<file path="src/rtl/edge_timestamp_pkg.sv">
package edge_timestamp_pkg;

  typedef enum logic {
    SEL_LO = 1'b0,
    SEL_HI = 1'b1
  } byte_sel_e;

  function automatic logic pick_source(input logic use_alt, input logic pin, input logic cmp);
    return use_alt ? cmp : pin;
  endfunction

  function automatic logic edge_hit(input logic prev, input logic cur, input logic rise);
    return rise ? (!prev && cur) : (prev && !cur);
  endfunction

endpackage

</file>
<file path="src/rtl/ets_sync.sv">
module ets_sync #(
  parameter int STAGES = 2
) (
  input  logic clk,
  input  logic rst_n,
  input  logic d,
  output logic q
);
  logic [STAGES-1:0] chain;

  always_ff @(posedge clk or negedge rst_n) begin
    if (!rst_n) chain <= '0;
    else        chain <= {chain[STAGES-2:0], d};
  end

  assign q = chain[STAGES-1];
endmodule

</file>
<file path="src/rtl/ets_filter.sv">
module ets_filter #(
  parameter int SAMPLES = 4
) (
  input  logic clk,
  input  logic rst_n,
  input  logic en,
  input  logic d,
  output logic q
);
  localparam int HIST_W = SAMPLES - 1;

  logic [HIST_W-1:0]  hist;
  logic [SAMPLES-1:0] window;
  logic               agree;
  logic               filt_q;

  assign window = {hist, d};
  assign agree  = (&window) | (~|window);

  always_ff @(posedge clk or negedge rst_n) begin
    if (!rst_n) begin
      hist   <= '0;
      filt_q <= 1'b0;
    end else begin
      hist <= window[SAMPLES-2:0];
      if (agree) filt_q <= d;
    end
  end

  assign q = en ? filt_q : d;

  // the filtered level moves only after a full window of agreeing samples
  a_r3_filter_agree: assert property (@(posedge clk) disable iff (!rst_n)
    !$stable(filt_q) |-> $past(agree));
endmodule

</file>
<file path="src/rtl/ets_edge.sv">
module ets_edge
  import edge_timestamp_pkg::*;
(
  input  logic clk,
  input  logic rst_n,
  input  logic lvl,
  input  logic rise,
  input  logic arm,
  output logic hit
);
  logic prev_lvl;

  always_ff @(posedge clk or negedge rst_n) begin
    if (!rst_n) prev_lvl <= 1'b0;
    else        prev_lvl <= lvl;
  end

  assign hit = arm && edge_hit(prev_lvl, lvl, rise);
endmodule

</file>
<file path="src/rtl/ets_capreg.sv">
module ets_capreg
  import edge_timestamp_pkg::*;
#(
  parameter int BUS_W = 8
) (
  input  logic               clk,
  input  logic               rst_n,
  input  logic               hit,
  input  logic [2*BUS_W-1:0] count_val,
  input  logic               top_mode,
  input  logic               bus_rd,
  input  logic               bus_wr,
  input  logic               bus_addr,
  input  logic [BUS_W-1:0]   bus_wdata,
  output logic [BUS_W-1:0]   bus_rdata,
  input  logic               flag_clr,
  input  logic               irq_ack,
  output logic               flag
);
  localparam int CNT_W = 2 * BUS_W;

  logic [CNT_W-1:0] cap_q;
  logic [BUS_W-1:0] temp_q;
  logic             lo_read, hi_write, lo_write;

  assign lo_read  = bus_rd && (bus_addr == SEL_LO);
  assign hi_write = bus_wr && top_mode && (bus_addr == SEL_HI);
  assign lo_write = bus_wr && top_mode && (bus_addr == SEL_LO);

  always_ff @(posedge clk or negedge rst_n) begin
    if (!rst_n) begin
      cap_q  <= '0;
      temp_q <= '0;
      flag   <= 1'b0;
    end else begin
      if (hit)           cap_q <= count_val;
      else if (lo_write) cap_q <= {temp_q, bus_wdata};
      if (lo_read)       temp_q <= cap_q[CNT_W-1:BUS_W];
      else if (hi_write) temp_q <= bus_wdata;
      if (hit)                      flag <= 1'b1;
      else if (flag_clr || irq_ack) flag <= 1'b0;
    end
  end

  assign bus_rdata = (bus_addr == SEL_LO) ? cap_q[BUS_W-1:0] : temp_q;

  // a capture stores the counter value of the hit cycle
  a_r2_cap_value: assert property (@(posedge clk) disable iff (!rst_n)
    hit |=> cap_q == $past(count_val));
  // flag set with capture, cleared by clear or ack otherwise
  a_r5_flag_set: assert property (@(posedge clk) disable iff (!rst_n)
    hit |=> flag);
  a_r5_flag_clear: assert property (@(posedge clk) disable iff (!rst_n)
    ((flag_clr || irq_ack) && !hit) |=> !flag);
  // register changes only through capture or a TOP-mode low write
  a_r6_cap_hold: assert property (@(posedge clk) disable iff (!rst_n)
    (!hit && !lo_write) |=> $stable(cap_q));
  // low-byte read latches the high half
  a_r7_temp_load: assert property (@(posedge clk) disable iff (!rst_n)
    (lo_read && !bus_wr) |=> temp_q == $past(cap_q[CNT_W-1:BUS_W]));
endmodule

</file>
<file path="src/rtl/edge_timestamp.sv">
module edge_timestamp
  import edge_timestamp_pkg::*;
#(
  parameter int BUS_W     = 8,
  parameter int SYNC_LEN  = 2,
  parameter int FILT_LEN  = 4,
  localparam int CNT_W    = 2 * BUS_W
) (
  input  logic             clk,
  input  logic             rst_n,
  input  logic             pin_in,
  input  logic             cmp_in,
  input  logic             src_alt,
  input  logic             filt_en,
  input  logic             edge_rise,
  input  logic             top_mode,
  input  logic [CNT_W-1:0] count_val,
  input  logic             bus_rd,
  input  logic             bus_wr,
  input  logic             bus_addr,
  input  logic [BUS_W-1:0] bus_wdata,
  output logic [BUS_W-1:0] bus_rdata,
  input  logic             flag_clr,
  input  logic             irq_ack,
  input  logic             irq_en,
  output logic             cap_flag,
  output logic             irq
);
  logic src_raw;
  logic src_sync;
  logic det_lvl;
  logic cap_hit;

  assign src_raw = pick_source(src_alt, pin_in, cmp_in);

  ets_sync #(.STAGES(SYNC_LEN)) u_sync (
    .clk(clk), .rst_n(rst_n), .d(src_raw), .q(src_sync)
  );

  ets_filter #(.SAMPLES(FILT_LEN)) u_filter (
    .clk(clk), .rst_n(rst_n), .en(filt_en), .d(src_sync), .q(det_lvl)
  );

  ets_edge u_edge (
    .clk(clk), .rst_n(rst_n), .lvl(det_lvl), .rise(edge_rise),
    .arm(!top_mode), .hit(cap_hit)
  );

  ets_capreg #(.BUS_W(BUS_W)) u_regs (
    .clk(clk), .rst_n(rst_n), .hit(cap_hit), .count_val(count_val),
    .top_mode(top_mode), .bus_rd(bus_rd), .bus_wr(bus_wr),
    .bus_addr(bus_addr), .bus_wdata(bus_wdata), .bus_rdata(bus_rdata),
    .flag_clr(flag_clr), .irq_ack(irq_ack), .flag(cap_flag)
  );

  assign irq = cap_flag && irq_en;

  // in TOP mode a clear flag stays clear
  a_r9_top_quiet: assert property (@(posedge clk) disable iff (!rst_n)
    (top_mode && !cap_flag) |=> !cap_flag);
  // interrupt follows flag and enable
  a_r5_irq_gate: assert property (@(posedge clk) disable iff (!rst_n)
    irq |-> (cap_flag && irq_en));
endmodule

</file>
<file path="config.mk">
export PLATFORM = sky130hd
export DESIGN_NAME = edge_timestamp
export DESIGN_NICKNAME = d
export VERILOG_FILES = /design/src/rtl/edge_timestamp_pkg.sv /design/src/rtl/ets_sync.sv /design/src/rtl/ets_filter.sv /design/src/rtl/ets_edge.sv /design/src/rtl/ets_capreg.sv /design/src/rtl/edge_timestamp.sv
export SDC_FILE = /design/constraint.sdc
export NUM_CORES = 1
export LEC_CHECK = 0
export CAP_MARGIN = 20
export CELL_PAD_IN_SITES_DETAIL_PLACEMENT = 1
export CELL_PAD_IN_SITES_GLOBAL_PLACEMENT = 2
export CORE_MARGIN = 2
export CORE_UTILIZATION = 29
export DETAILED_ROUTE_END_ITERATION = 7
export PLACE_DENSITY = 0.74
export SYNTH_ARGS = -nofsm -noshare
export SYNTH_HDL_FRONTEND = slang
export SYNTH_SLANG_ARGS = --single-unit
</file>
<file path="constraint.sdc">
create_clock -name clk -period 1.6 [get_ports clk]
set_input_delay 0.32 -clock clk [delete_from_list [all_inputs] [get_ports clk]]
set_output_delay 0.32 -clock clk [all_outputs]
set_load 0.01 [all_outputs]
</file>
==> results.md <==
- Share of cells above drive strength 1: 0.526
- H-tree depth: 2
- Multi-input logic area: 856 µm²
- Cell Area, Placed: 0.00224 mm²
- Final setup margin: -0.0223 ns
- Maximum clock path buffer count: 2
- Pleak: 1.13 nW
- DRC viols: 0
- Slew @ Worst Pin: 0.422 ns
- Clock buffer count from CTS: 5
- Clock Skews: 0.00786 ns
- Num rows: 27
- Die height: 79.6 µm
- Crit-path max cell delay: 0.39 ns
- Critical path class: reg2reg
- Die span in x: 79.6 µm
- Hold Vio Cnt, Final: 0
- Avg Cell Area, Syn: 15.2 µm²
- Worst-path clk slew: 0.07 ns
- Net Count, Synth: 147
- Max Cap Viol: 0
- Fin nets: 212
- Failing checks: negative setup slack
- Pwr/cell area: 1150 mW/mm²
- Dominant cells by area after synthesis: dfrtp_1 48%, mux2_2 32%, mux2_4 10%, buf_6 1.4%, mux2i_4 1.4%
- Worst endpoint required time: 1.76 ns
- Pre-antenna DRT Iters: 4
- Drt total wl: 4310 µm
- Vias in the first global route: 1,297
- Clk sink count: 32
- Worst hold path class: reg2reg
- Rel. slew slack: 0.719
- Input/output buffers: 47
- IO Count: 48
- Largest net degree at the start of global routing: 33
- GRT Util Overall: 0.153
- Post-synthesis sequential area ratio: 0.483
- Initial DRC count: 31
- Clock Latency Late Sink: 0.28 ns
- Die area: 0.00634 mm²
- Net Sw Frac: 0.245
- Combinational group share of total power: 0.315
- DP HPWL: 2800 µm
- Fill cells: 557
- Peak VDD IR: 0.481 mV
- Area grow syn2layout: 52.1%
- Crit path arrival time: 1.78 ns
- F_max: 616 MHz
- Clock share of power: 0.294
- First-pass GRT wire length: 7130 µm
- Inserted Diodes: 0
- Sequential Power Share: 0.391
- Clock root buffer: clkbuf_8
- Top cell type's share of synthesized area: 0.483
- Final setup vio count: 7
- Most common cell after layout, fill and taps aside: mux2_2
- Final max-slew violation count: 0
- GR Overflow Total: 0
- Worst-path maximum fanout: 5
- Core Region: 0.00551 mm²
- Status: finished with violations
- Initial antenna violation count: 0
- Starting Density: 0.301
- Crit end category: flip-flop
- Flops & latches, synth: 32
- DR vias: 1,148
- Cell area after layout: 0.00252 mm²
- Total power: 2.91 mW
- TritonCTS clock tree: yes
- DRT antenna net count: 0
- GPL Wtd Cong: 0.687
- Mapped Cells: 109
- Sum of buffers and inverters on the critical path: 2
- Slowest cell on crit path: dfrtp_1
- Sw power: 714 µW
- FF/Latch Area: 801 µm²
- Synthesized area: 0.00166 mm²
- Synth area leader: dfrtp_1
- Yosys warnings: 0
- Yosys cell types: 17
- Family with the most delay on the worst path: multiplexers
- Startpoint type of the worst setup path: flip-flop
- Most frequent cells in the layout: 41 x mux2_2, 35 x clkdlybuf4s50_1, 32 x dfrtp_1
- Minimum clock period: 1.62 ns
- Internal Power: 2.20 mW
- Number of vias per cell: 4.65
- Routed len/inst: 17.5 µm
- Final Cycle Share: 1.01
- RSZ-0062 raised after global routing: true
- Final Hold Slack: 0.351 ns
- Critical path, cell by cell: mux2_4 > mux2i_4 > buf_12 > buf_12 > mux2_4
==> cell usage after synthesis <==
cell type / number
nor2_1: 2
mux2i_4: 1
nor2b_1: 1
and2_1: 1
a31o_2: 1
a21oi_1: 1
or3_1: 1
buf_2: 2
buf_6: 2
dfrtp_1: 32
mux2_4: 11
buf_12: 1
mux2_2: 47
nand3b_4: 1
nor3b_1: 2
a31oi_1: 1
nand2_1: 2
==> per-layer routing <==
| metal | GRT usage | part of all wire | wire length, µm | vias to the layer above |
|---|---|---|---|---|
| li1 | - | - | - | 526 |
| met1 | 0.182 | 0.41 | 1770 | 583 |
| met2 | 0.267 | 0.52 | 2260 | 32 |
| met3 | 0.0362 | 0.050 | 214 | 7 |
| met4 | 0.0569 | 0.016 | 71 | 0 |
| met5 | 0 | 0 | 0 | - |
==> power groups by stage <==
stage	logic, mW	clock network (mW)	registers [mW]
after floorplan	0.559	0	1.11
after global placement	0.842	0	1.13
after detailed placement	0.871	0	1.15
after CTS	0.939	0.879	1.14
after global routing	0.988	0.917	1.17
final	0.917	0.856	1.14
==> path summary, 6_finish.rpt <==
check,start,endpoint,slack (ns),cells after the start
max,u_filter.filt_q,u_regs.cap_q[1],-0.02,5
min,u_sync.chain[0],u_sync.chain[1],0.35,0
max reg2reg,u_filter.filt_q,u_regs.cap_q[1],-0.02,5
min reg2reg,u_sync.chain[0],u_sync.chain[1],0.35,0
max in group asynchronous,rst_n,u_regs.temp_q[5],0.85,2
min in group asynchronous,rst_n,u_edge.prev_lvl,0.44,2
==> per-stage QoR <==
| step | worst slack (ns) | setup TNS, ns | std cells | utilization |
|---|---|---|---|---|
| finish | -0.0223 | -0.0697 | 247 | 0.458 |
| global placement | -0.521 | -14.04 | 231 | 0.407 |
| detailed placement | -0.537 | -14.75 | 231 | 0.407 |
| floorplan | 0.0227 | 0 | 109 | - |
| CTS | -0.0274 | -0.278 | 247 | 0.461 |
| global route | -0.0559 | -0.368 | 247 | 0.458 |
==> cells by family after synthesis <==
| group | count (synthesis) | share of synthesized area |
|---|---|---|
| compound gates | 3 | 0.0121 |
| buf+inv | 5 | 0.0317 |
| flops | 32 | 0.483 |
| mux | 59 | 0.432 |
| simple gates | 10 | 0.0415 |
==> layout make-up <==
| class | count | share of cell area |
|---|---|---|
| well taps | 72 | 0.0357 |
| clock buffers | 7 | 0.0382 |
| repair buffers | 63 | 0.258 |
| multi-input cells | 72 | 0.339 |
| clock inverters | 1 | 0.0119 |
| flip-flops and latches | 32 | 0.317 |
==> what timing repair did <==
| action | 4_1_cts | 5_1_grt |
|---|---|---|
| hold buffers | 0 | 0 |
| pin swaps | 3 | 0 |
| cloned | 2 | 0 |
| resized for setup | 32 | 8 |
| endpoints found under the setup margin | 33 | 28 |
| buffers inserted | 6 | 1 |
==> flip-flops by register name, indices dropped and copies added, names as in the netlist <==
name and count:
u_regs.temp_q 8, u_filter.filt_q 1, u_regs.flag 1, u_regs.cap_q 16, u_edge.prev_lvl 1, u_filter.hist 3, u_sync.chain 2
Note: power is estimated with default switching activity, not from simulation.
